[config.mk]
export PLATFORM = sky130hd
export DESIGN_NAME = f16_addsub
export DESIGN_NICKNAME = d
export VERILOG_FILES = /design/src/rtl/f16_pkg.sv /design/src/rtl/f16_unpack.sv /design/src/rtl/f16_round.sv /design/src/rtl/f16_addsub.sv
export SDC_FILE = /design/constraint.sdc
export NUM_CORES = 1
export LEC_CHECK = 0
export BUFFER_PORTS_ARGS = -buffer_cell sky130_fd_sc_hd__buf_2
export CAP_MARGIN = 20
export CORE_MARGIN = 2
export CORE_UTILIZATION = 55
export DETAILED_ROUTE_END_ITERATION = 10
export GPL_TIMING_DRIVEN = 0
export HOLD_SLACK_MARGIN = 0.05
export PLACE_DENSITY = 0.77
export SETUP_SLACK_MARGIN = 0.15
export SLEW_MARGIN = 20
export SYNTH_ARGS = -nofsm -noshare
export SYNTH_HDL_FRONTEND = slang
export SYNTH_HIERARCHICAL = 1
export SYNTH_SLANG_ARGS = --single-unit
[constraint.sdc]
create_clock -name clk -period 1 [get_ports clk]
set_input_delay 0.15 -clock clk [delete_from_list [all_inputs] [get_ports clk]]
set_output_delay 0.15 -clock clk [all_outputs]
set_load 0.05 [all_outputs]
[src/rtl/f16_pkg.sv]
package f16_pkg;
    localparam int EXP_W  = 5;
    localparam int FRAC_W = 10;
    localparam int SIG_W  = FRAC_W + 1;
    localparam int EXP_MAX = (1 << EXP_W) - 1;
    // largest finite operand: significand shifted by (EXP_MAX-2), plus one carry bit
    localparam int MAG_W  = SIG_W + (EXP_MAX - 2) + 1;
    localparam int LEAD_W = $clog2(MAG_W + 1);

    typedef struct packed {
        logic              sgn;
        logic [EXP_W-1:0]  expo;
        logic [FRAC_W-1:0] frac;
    } h16_t;

    typedef struct packed {
        logic             is_nan;
        logic             is_snan;
        logic             is_inf;
        logic             sgn;
        logic [MAG_W-1:0] mag;
    } h16_dec_t;

    typedef struct packed {
        h16_t res;
        logic nv;
        logic of;
        logic nx;
    } h16_out_t;
endpackage

[src/rtl/f16_unpack.sv]
module f16_unpack
    import f16_pkg::*;
(
    input  logic [15:0] raw,
    input  logic        flip,
    output h16_dec_t    dec
);
    h16_t fld;
    logic [SIG_W-1:0] sig;
    logic [EXP_W-1:0] shamt;

    always_comb begin
        fld         = raw;
        dec.is_nan  = (fld.expo == EXP_W'(EXP_MAX)) && (fld.frac != '0);
        dec.is_snan = dec.is_nan && !fld.frac[FRAC_W-1];
        dec.is_inf  = (fld.expo == EXP_W'(EXP_MAX)) && (fld.frac == '0);
        dec.sgn     = fld.sgn ^ (flip && !dec.is_nan);
        sig         = {(fld.expo != '0), fld.frac};
        shamt       = (fld.expo == '0) ? '0 : fld.expo - 1'b1;
        dec.mag     = {{(MAG_W-SIG_W){1'b0}}, sig} << shamt;
    end
endmodule

[src/rtl/f16_round.sv]
module f16_round
    import f16_pkg::*;
(
    input  logic             sgn,
    input  logic [MAG_W-1:0] mag,
    input  logic [1:0]       rm,
    output h16_out_t         rnd
);
    localparam logic [MAG_W-1:0] ONE = MAG_W'(1);

    logic [LEAD_W-1:0] lead;
    logic [LEAD_W-1:0] shamt;
    logic [MAG_W-1:0]  rem, half;
    logic [SIG_W-1:0]  keep;
    logic [SIG_W:0]    bumped;
    logic              guard, sticky, inc, to_inf;
    logic [EXP_W:0]    e_pre, e_fin;

    always_comb begin
        lead = '0;
        for (int i = 0; i < MAG_W; i++) begin
            if (mag[i]) lead = LEAD_W'(i);
        end
        shamt  = (lead > LEAD_W'(FRAC_W)) ? lead - LEAD_W'(FRAC_W) : '0;
        keep   = SIG_W'(mag >> shamt);
        rem    = mag & ((ONE << shamt) - ONE);
        half   = (shamt == '0) ? '0 : (ONE << (shamt - 1'b1));
        guard  = |(rem & half);
        sticky = |(rem & ~half);
        e_pre  = (lead >= LEAD_W'(FRAC_W)) ? (EXP_W+1)'(lead - LEAD_W'(FRAC_W - 1)) : '0;

        unique case (rm)
            2'd0:    inc = guard && (sticky || keep[0]);
            2'd1:    inc = 1'b0;
            2'd2:    inc = (guard || sticky) && !sgn;
            default: inc = (guard || sticky) && sgn;
        endcase

        bumped = {1'b0, keep} + (SIG_W+1)'(inc);
        e_fin  = bumped[SIG_W] ? e_pre + 1'b1 : e_pre;
        to_inf = (rm == 2'd0) || (rm == 2'd2 && !sgn) || (rm == 2'd3 && sgn);

        rnd = '0;
        rnd.res.sgn = sgn;
        if (e_fin >= (EXP_W+1)'(EXP_MAX)) begin
            rnd.of = 1'b1;
            rnd.nx = 1'b1;
            rnd.res.expo = to_inf ? EXP_W'(EXP_MAX) : EXP_W'(EXP_MAX - 1);
            rnd.res.frac = to_inf ? '0 : '1;
        end else begin
            rnd.nx = guard || sticky;
            rnd.res.expo = e_fin[EXP_W-1:0];
            rnd.res.frac = bumped[SIG_W] ? '0 : bumped[FRAC_W-1:0];
        end
    end
endmodule

[src/rtl/f16_addsub.sv]
module f16_addsub
    import f16_pkg::*;
#(
    parameter bit OUT_REG = 1'b1
) (
    input  logic        clk,
    input  logic        rst_n,
    input  logic [15:0] opnd_a,
    input  logic [15:0] opnd_b,
    input  logic        sub_sel,
    input  logic [1:0]  rnd_mode,
    output logic [15:0] sum_o,
    output logic        flg_invalid,
    output logic        flg_overflow,
    output logic        flg_inexact
);
    localparam logic [FRAC_W-1:0] QUIET_BIT = FRAC_W'(1) << (FRAC_W - 1);

    h16_dec_t         dec_a, dec_b;
    logic [MAG_W-1:0] mag_sum;
    logic             sgn_sum;
    h16_out_t         rnd_out;
    h16_out_t         nxt_d, out_q;
    h16_t             raw_a, raw_b;

    f16_unpack u_unp_a (.raw(opnd_a), .flip(1'b0),    .dec(dec_a));
    f16_unpack u_unp_b (.raw(opnd_b), .flip(sub_sel), .dec(dec_b));

    // exact signed-magnitude sum on the common fixed-point scale
    always_comb begin
        if (dec_a.sgn == dec_b.sgn) begin
            mag_sum = dec_a.mag + dec_b.mag;
            sgn_sum = dec_a.sgn;
        end else if (dec_a.mag >= dec_b.mag) begin
            mag_sum = dec_a.mag - dec_b.mag;
            sgn_sum = dec_a.sgn;
        end else begin
            mag_sum = dec_b.mag - dec_a.mag;
            sgn_sum = dec_b.sgn;
        end
    end

    f16_round u_round (.sgn(sgn_sum), .mag(mag_sum), .rm(rnd_mode), .rnd(rnd_out));

    // special-value priority ahead of the rounded path
    always_comb begin
        raw_a = opnd_a;
        raw_b = opnd_b;
        nxt_d = '0;
        if (dec_a.is_nan) begin
            nxt_d.res = raw_a;
            nxt_d.res.frac = raw_a.frac | QUIET_BIT;
            nxt_d.nv = dec_a.is_snan || dec_b.is_snan;
        end else if (dec_b.is_nan) begin
            nxt_d.res = raw_b;
            nxt_d.res.frac = raw_b.frac | QUIET_BIT;
            nxt_d.nv = dec_b.is_snan;
        end else if (dec_a.is_inf && dec_b.is_inf && (dec_a.sgn != dec_b.sgn)) begin
            nxt_d.res = '{sgn: 1'b0, expo: EXP_W'(EXP_MAX), frac: QUIET_BIT};
            nxt_d.nv = 1'b1;
        end else if (dec_a.is_inf || dec_b.is_inf) begin
            nxt_d.res.sgn  = dec_a.is_inf ? dec_a.sgn : dec_b.sgn;
            nxt_d.res.expo = EXP_W'(EXP_MAX);
        end else if (mag_sum == '0) begin
            nxt_d.res.sgn = (dec_a.sgn == dec_b.sgn) ? dec_a.sgn : (rnd_mode == 2'd3);
        end else begin
            nxt_d = rnd_out;
        end
    end

    generate
        if (OUT_REG) begin : g_reg
            always_ff @(posedge clk or negedge rst_n) begin
                if (!rst_n) out_q <= '0;
                else        out_q <= nxt_d;
            end
        end else begin : g_comb
            always_comb out_q = nxt_d;
        end
    endgenerate

    assign sum_o        = out_q.res;
    assign flg_invalid  = out_q.nv;
    assign flg_overflow = out_q.of;
    assign flg_inexact  = out_q.nx;

    logic out_is_nan;
    assign out_is_nan = (sum_o[14:10] == 5'h1F) && (sum_o[9:0] != '0);

    p_ovf_inexact_r8: assert property (@(posedge clk) disable iff (!rst_n)
        flg_overflow |-> flg_inexact);
    p_ovf_value_r8: assert property (@(posedge clk) disable iff (!rst_n)
        flg_overflow |-> (sum_o[14:0] == 15'h7C00 || sum_o[14:0] == 15'h7BFF));
    p_nan_quiet_r6: assert property (@(posedge clk) disable iff (!rst_n)
        out_is_nan |-> sum_o[9]);
    p_invalid_nan_r5: assert property (@(posedge clk) disable iff (!rst_n)
        flg_invalid |-> out_is_nan);
    p_subn_exact_r9: assert property (@(posedge clk) disable iff (!rst_n)
        (sum_o[14:10] == 5'h00) |-> !flg_inexact);
    p_nan_no_round_r10: assert property (@(posedge clk) disable iff (!rst_n)
        out_is_nan |-> (!flg_inexact && !flg_overflow));
endmodule

==> results of run 1 <==
cells in the mapped netlist, drive strengths merged, types with 14 or more instances:
cell type,n
buf,75
nor4,63
ha,134
and4,16
o22ai,42
a21boi,16
and3,22
nand4,61
dfrtp,19
a21oi,243
nand2,212
o31ai,26
o211ai,50
or3,19
o221ai,15
nor3,106
o21bai,15
a221oi,20
mux2i,63
a2111oi,23
nor2,225
xnor2,48
a221o,15
o21ai,176
and2,18
o21a,25
or4,17
nand2b,31
nor2b,30
a31oi,46
a21o,25
inv,170
clkbuf,94
a32oi,14
nand3,100
a211oi,45
kinds of logic after synthesis:
group                    synth area share, %
adder cells (fa/ha/maj)                 10.6
AND/OR/NAND/NOR                         30.5
buffers and inverters                   8.90
multiplexers                            4.76
other                                 0.0460
flip-flops                              2.91
XOR/XNOR                                3.22
AO/OA/AOI/OAI                           39.1
timing repair:
item	CTS
pin swaps	167
gates cloned	4
setup endpoints to repair	38
setup buffers	246
hold buffers	1
resized for setup	564
hold endpoints to repair	19
per-layer routing:
metal | GRT overflow | global-route usage [%]
met4 | 9 | 65.9
met5 | 0 | 18.1
met2 | 4 | 90.1
met1 | 0 | 72.3
met3 | 0 | 50.3
through the flow:
stage	setup slack, ps	cell area, um2	hold slack [ps]	cells
3_5_place_dp	-13020	17800	98.5	2972
4_1_cts	-9880	22400	159	3227
2_1_floorplan	-9190	17100	-146	2528
3_3_place_gp	-13030	17800	78.3	2971
==> flow_metrics.py, run 1 <==
metrics = {
    "outcome": {
        "run_status": "stopped before the end",
        "outcome.stop_stage": "5_1_grt",
        "firstError": "[ERROR GRT-0232] Routing congestion too high. Check the congestion heatmap in the GUI.",
    },
    "yosys": {
        "yosys_most_used_dff": "sky130_fd_sc_hd__dfrtp_1",
        "ys_top_cells_by_area": "sky130_fd_sc_hd__ha_1, sky130_fd_sc_hd__a21oi_1, sky130_fd_sc_hd__nor2_1",
        "flop_and_latch_count_out_of_synthesis": 19,
        "netlist_area_um2": 16300,
        "number_of_enable_type_register_cells_in_the_synthesized_netlist": 0,
        "synth_area_per_cell_um2": 6.46,
        "synth.net_count": 2702,
        "cell_count_after_synthesis": 2528,
        "proportion_of_netlist_area_held_by_the_largest_area_contributor_pct": 10.3,
        "number_of_distinct_standard_cells_referenced_by_the_synthesized_netlist": 111,
        "yosys.area.top_type": "sky130_fd_sc_hd__ha_1",
        "synth-async-reset-ratio_pct": 100,
        "register_area_share_after_synthesis_pct": 2.91,
        "yosys_warnings": 6,
    },
    "clocking": {
        "cts_inserted_buffers": 3,
        "ctsRootBufferMaster": "sky130_fd_sc_hd__clkbuf_16",
        "clock_sinks": 19,
        "clock_tree.buffer_depth": 2,
        "ctsHtreeMaxLevel": 1,
    },
    "floorplanning": {
        "initial_core_util_pct": 55.4,
        "dieWidth_um": 176,
        "die-height_um": 176,
        "io-pin-count": 56,
        "fp-row-count": 63,
    },
    "sta": {
        "grt_repair_worst_endpoint": "sum_o[6]$_DFF_PN0_/D",
        "timing.worst_endpoint.kind": "register input",
    },
    "global_routing": {
        "gr-total-overflow": 13,
        "maximum_number_of_pins_on_one_net_before_global_route_repair": 20,
        "grt_util_all_layers_pct": 70.2,
    },
    "place": {
        "place.gp.congestion": 1.13,
        "dp_hpwl_mm": 67.5,
        "portBuffers": 53,
    },
}
==> run 2, diff against run 1 <==
CORE_UTILIZATION = 40   (was 55)
HOLD_SLACK_MARGIN = not set   (was 0.05)
PLACE_DENSITY = not set   (was 0.77)
PLACE_DENSITY_LB_ADDON = 0.15   (was not set)
SETUP_SLACK_MARGIN = not set   (was 0.15)
==> run 2 against run 1 <==
The flow now finishes, with violations (setup timing). Area after synthesis unchanged. Synthesized cell count unchanged.
==> flow_metrics.py, run 2 <==
metrics = {
    "outcome": {
        "run_status": "finished with violations",
        "violations": "setup timing",
    },
    "drt": {
        "wire_per_inst_um": 29.0,
        "drc": 0,
        "first_iter_violations": 3479,
        "detail_route.wirelength_mm": 99.7,
        "drtPass1Iterations": 8,
        "top_layer_reached_by_signal_wires": "met4",
        "final_antenna_net_count": 0,
        "met3RoutedLength_mm": 11.9,
        "num_vias": 24400,
        "drt-met1-wl_mm": 37.1,
        "met2RoutedLength_mm": 41.4,
        "post_drt_via_cell_ratio": 7.09,
    },
    "global_routing": {
        "first_global_vias": 22900,
        "maximum_number_of_pins_on_one_net_before_global_route_repair": 20,
        "antenna_violations_before_repair": 0,
        "gr-total-overflow": 0,
        "grt_util_all_layers_pct": 44.6,
        "wire_length_of_the_first_global_routing_pass_mm": 144,
    },
    "power": {
        "leakagePower_uw": 0.00951,
        "peakVddDrop_uv": 2050,
        "p_per_area_nw_per_um2": 3450,
        "power_uw": 83600,
    },
    "yosys": {
        "flop_and_latch_count_out_of_synthesis": 19,
        "yosys_most_used_dff": "sky130_fd_sc_hd__dfrtp_1",
        "proportion_of_netlist_area_held_by_the_largest_area_contributor_pct": 10.3,
        "number_of_distinct_standard_cells_referenced_by_the_synthesized_netlist": 111,
        "synth_area_per_cell_um2": 6.46,
        "register_area_share_after_synthesis_pct": 2.91,
        "ys_top_cells_by_area": "sky130_fd_sc_hd__ha_1, sky130_fd_sc_hd__a21oi_1, sky130_fd_sc_hd__nor2_1",
        "netlist_area_um2": 16300,
        "cell_count_after_synthesis": 2528,
        "synth.net_count": 2702,
        "yosys_warnings": 6,
        "ys_top_cells_by_count": "sky130_fd_sc_hd__a21oi_1, sky130_fd_sc_hd__nor2_1, sky130_fd_sc_hd__nand2_1",
        "yosys.area.top_type": "sky130_fd_sc_hd__ha_1",
        "yosysMostFrequentCell": "sky130_fd_sc_hd__a21oi_1",
        "number_of_enable_type_register_cells_in_the_synthesized_netlist": 0,
        "synth-async-reset-ratio_pct": 100,
    },
    "worst_setup_path": {
        "worst_setup_path_end_kind": "flop",
        "worstSetupPathType": "in -> reg",
        "crit_required_ps": 1110,
        "crit_path_start": "opnd_a[10]",
        "path_max_fanout": 10,
        "worst_ep_arrival_time_ps": 11860,
        "cp-start-kind": "primary input",
        "max_stage_delay_ps": 680,
        "crit_slowest_cell": "sky130_fd_sc_hd__a211oi_2",
        "crit_path_frequent_cell": "sky130_fd_sc_hd__buf_4",
    },
    "clocking": {
        "clk_transition_reported_paths_ps": 50,
        "ctsHtreeMaxLevel": 1,
        "cts_inserted_buffers": 3,
        "clock_tree.buffer_depth": 2,
        "clock_sinks": 19,
        "ctsRootBufferMaster": "sky130_fd_sc_hd__clkbuf_16",
        "tritoncts": "yes",
    },
    "final_layout": {
        "layout.nets": 3082,
        "layout-drive-gt1-share_pct": 37.5,
        "final.fill_count": 3706,
        "insertedDiodeCount": 0,
        "layout-area-overhead-vs-synth_pct": 48.2,
        "largest_register_ff_count": 16,
        "final_common_cell": "sky130_fd_sc_hd__buf_4",
        "mostFrequentLayoutCells": "sky130_fd_sc_hd__buf_4, sky130_fd_sc_hd__nor2_1, sky130_fd_sc_hd__nand2_1",
    },
    "floorplanning": {
        "initial_core_util_pct": 40.3,
        "fp-row-count": 74,
        "die-height_um": 206,
        "fp.coreArea_um2": 40600,
        "io-pin-count": 56,
        "overall_die_area_um2": 42500,
        "dieWidth_um": 206,
    },
    "sta": {
        "rsz0062_at_grt": "yes",
        "period_share_pct": 1180,
        "setup-tns-final_ps": -192190,
        "setup_viol": 19,
        "worst-slew-pin-transition_ps": 1050,
        "maxSlewViolCount": 0,
        "minimum_period_implied_by_the_final_worst_setup_slack_ps": 11750,
        "max_slew_margin_pct": 30.0,
        "final-hold-violation-count": 0,
        "max_clock_freq_ghz": 0.0851,
        "post-route-worst-setup-slack_ps": -10750,
    },
    "place": {
        "portBuffers": 53,
        "dp_hpwl_mm": 73.5,
        "place.gp.congestion": 1.07,
    },
    "worst_hold_path": {
        "worst_hold_path.num_cells": 3,
        "holdCritStartpoint": "opnd_a[15]",
        "worstHoldPathType": "in -> reg",
        "whs_endpoint": "sum_o[15]",
    },
    "job": {
        "timing.max_cap.violations": 0,
    },
}
==> run 2: cell counts after synthesis <==
No cell type changed its count.
==> run 2: how the worst max path moves through the flow <==
stage	cells past startpoint	endpoint	slack, ps
after CTS	54	sum_o[6]	-10200
final	55	sum_o[10]	-10750
after detailed placement	55	sum_o[6]	-13420
after global routing	52	sum_o[10]	-10790
after floorplan	55	sum_o[2]	-9190
after global placement	47	sum_o[6]	-13480
==> run 2: repair_timing <==
item	in CTS	in global routing
hold buffers	1	0
buffers inserted	233	94
cloned	4	0
pin swaps	176	148
hold endpoints to repair	19	0
gates resized for setup	545	271
endpoints found under the setup margin	19	30
==> run 2: critical path: cells and delay by family <==
| family | cells | cell delay (ps) |
|---|---|---|
| and+or+nand+nor | 17 | 3970 |
| adders and majority gates | 4 | 1050 |
| buffers and inverters | 16 | 2430 |
| AOI/OAI and AO/OA | 16 | 3720 |
| xor gates and xnor gates | 1 | 210 |
| muxes | 1 | 300 |
==> run 2: logic make-up after synthesis <==
kind of cell / share of synthesized area, %
and+or+nand+nor: 30.5
AOI/OAI and AO/OA: 39.1
buffers and inverters: 8.90
adders and majority gates: 10.6
muxes: 4.76
xor gates and xnor gates: 3.22
DFF: 2.91
other: 0.0460
==> run 2: area by class of cell <==
type	count	area (um2)	share of cell area (%)
well taps	532	666	2.75
repair buffers	382	3030	12.5
multi-input cells	2170	18000	74.5
plain buffers	161	1250	5.17
flip-flops and latches	19	475	1.96
inverters	171	674	2.79
clock buffers	3	75.1	0.310
clock inverters	1	5.00	0.0207
==> run 2: metal layers <==
| metal | GRT usage, % | vias up |
|---|---|---|
| met5 | 0 | - |
| met2 | 67.6 | 1917 |
| li1 | - | 10400 |
| met3 | 11.5 | 573 |
| met1 | 54.8 | 11500 |
| met4 | 31.1 | 0 |
==> run 2: stage by stage <==
stage	instances	cell area [um2]	hold WS [ps]	utilization (%)	setup WS [ps]
6_report	3439	24200	212	59.7	-10750
5_1_grt	3439	24200	220	59.7	-10790
4_1_cts	3349	22400	207	55.2	-10200
3_5_place_dp	3114	18000	96.4	44.5	-13420
3_3_place_gp	3113	18000	88.1	44.4	-13480
2_1_floorplan	2528	17100	-146	-	-9190
==> run 2: power by group <==
| group | switching (uW) | total, uW | leakage (uW) | internal, uW |
|---|---|---|---|---|
| logic | 50600 | 81500 | 0.00925 | 30900 |
| registers | 81.8 | 1290 | 0.000219 | 1200 |
| clock network | 263 | 798 | 0.0000409 | 535 |
Power figures use the tool's default switching activity.
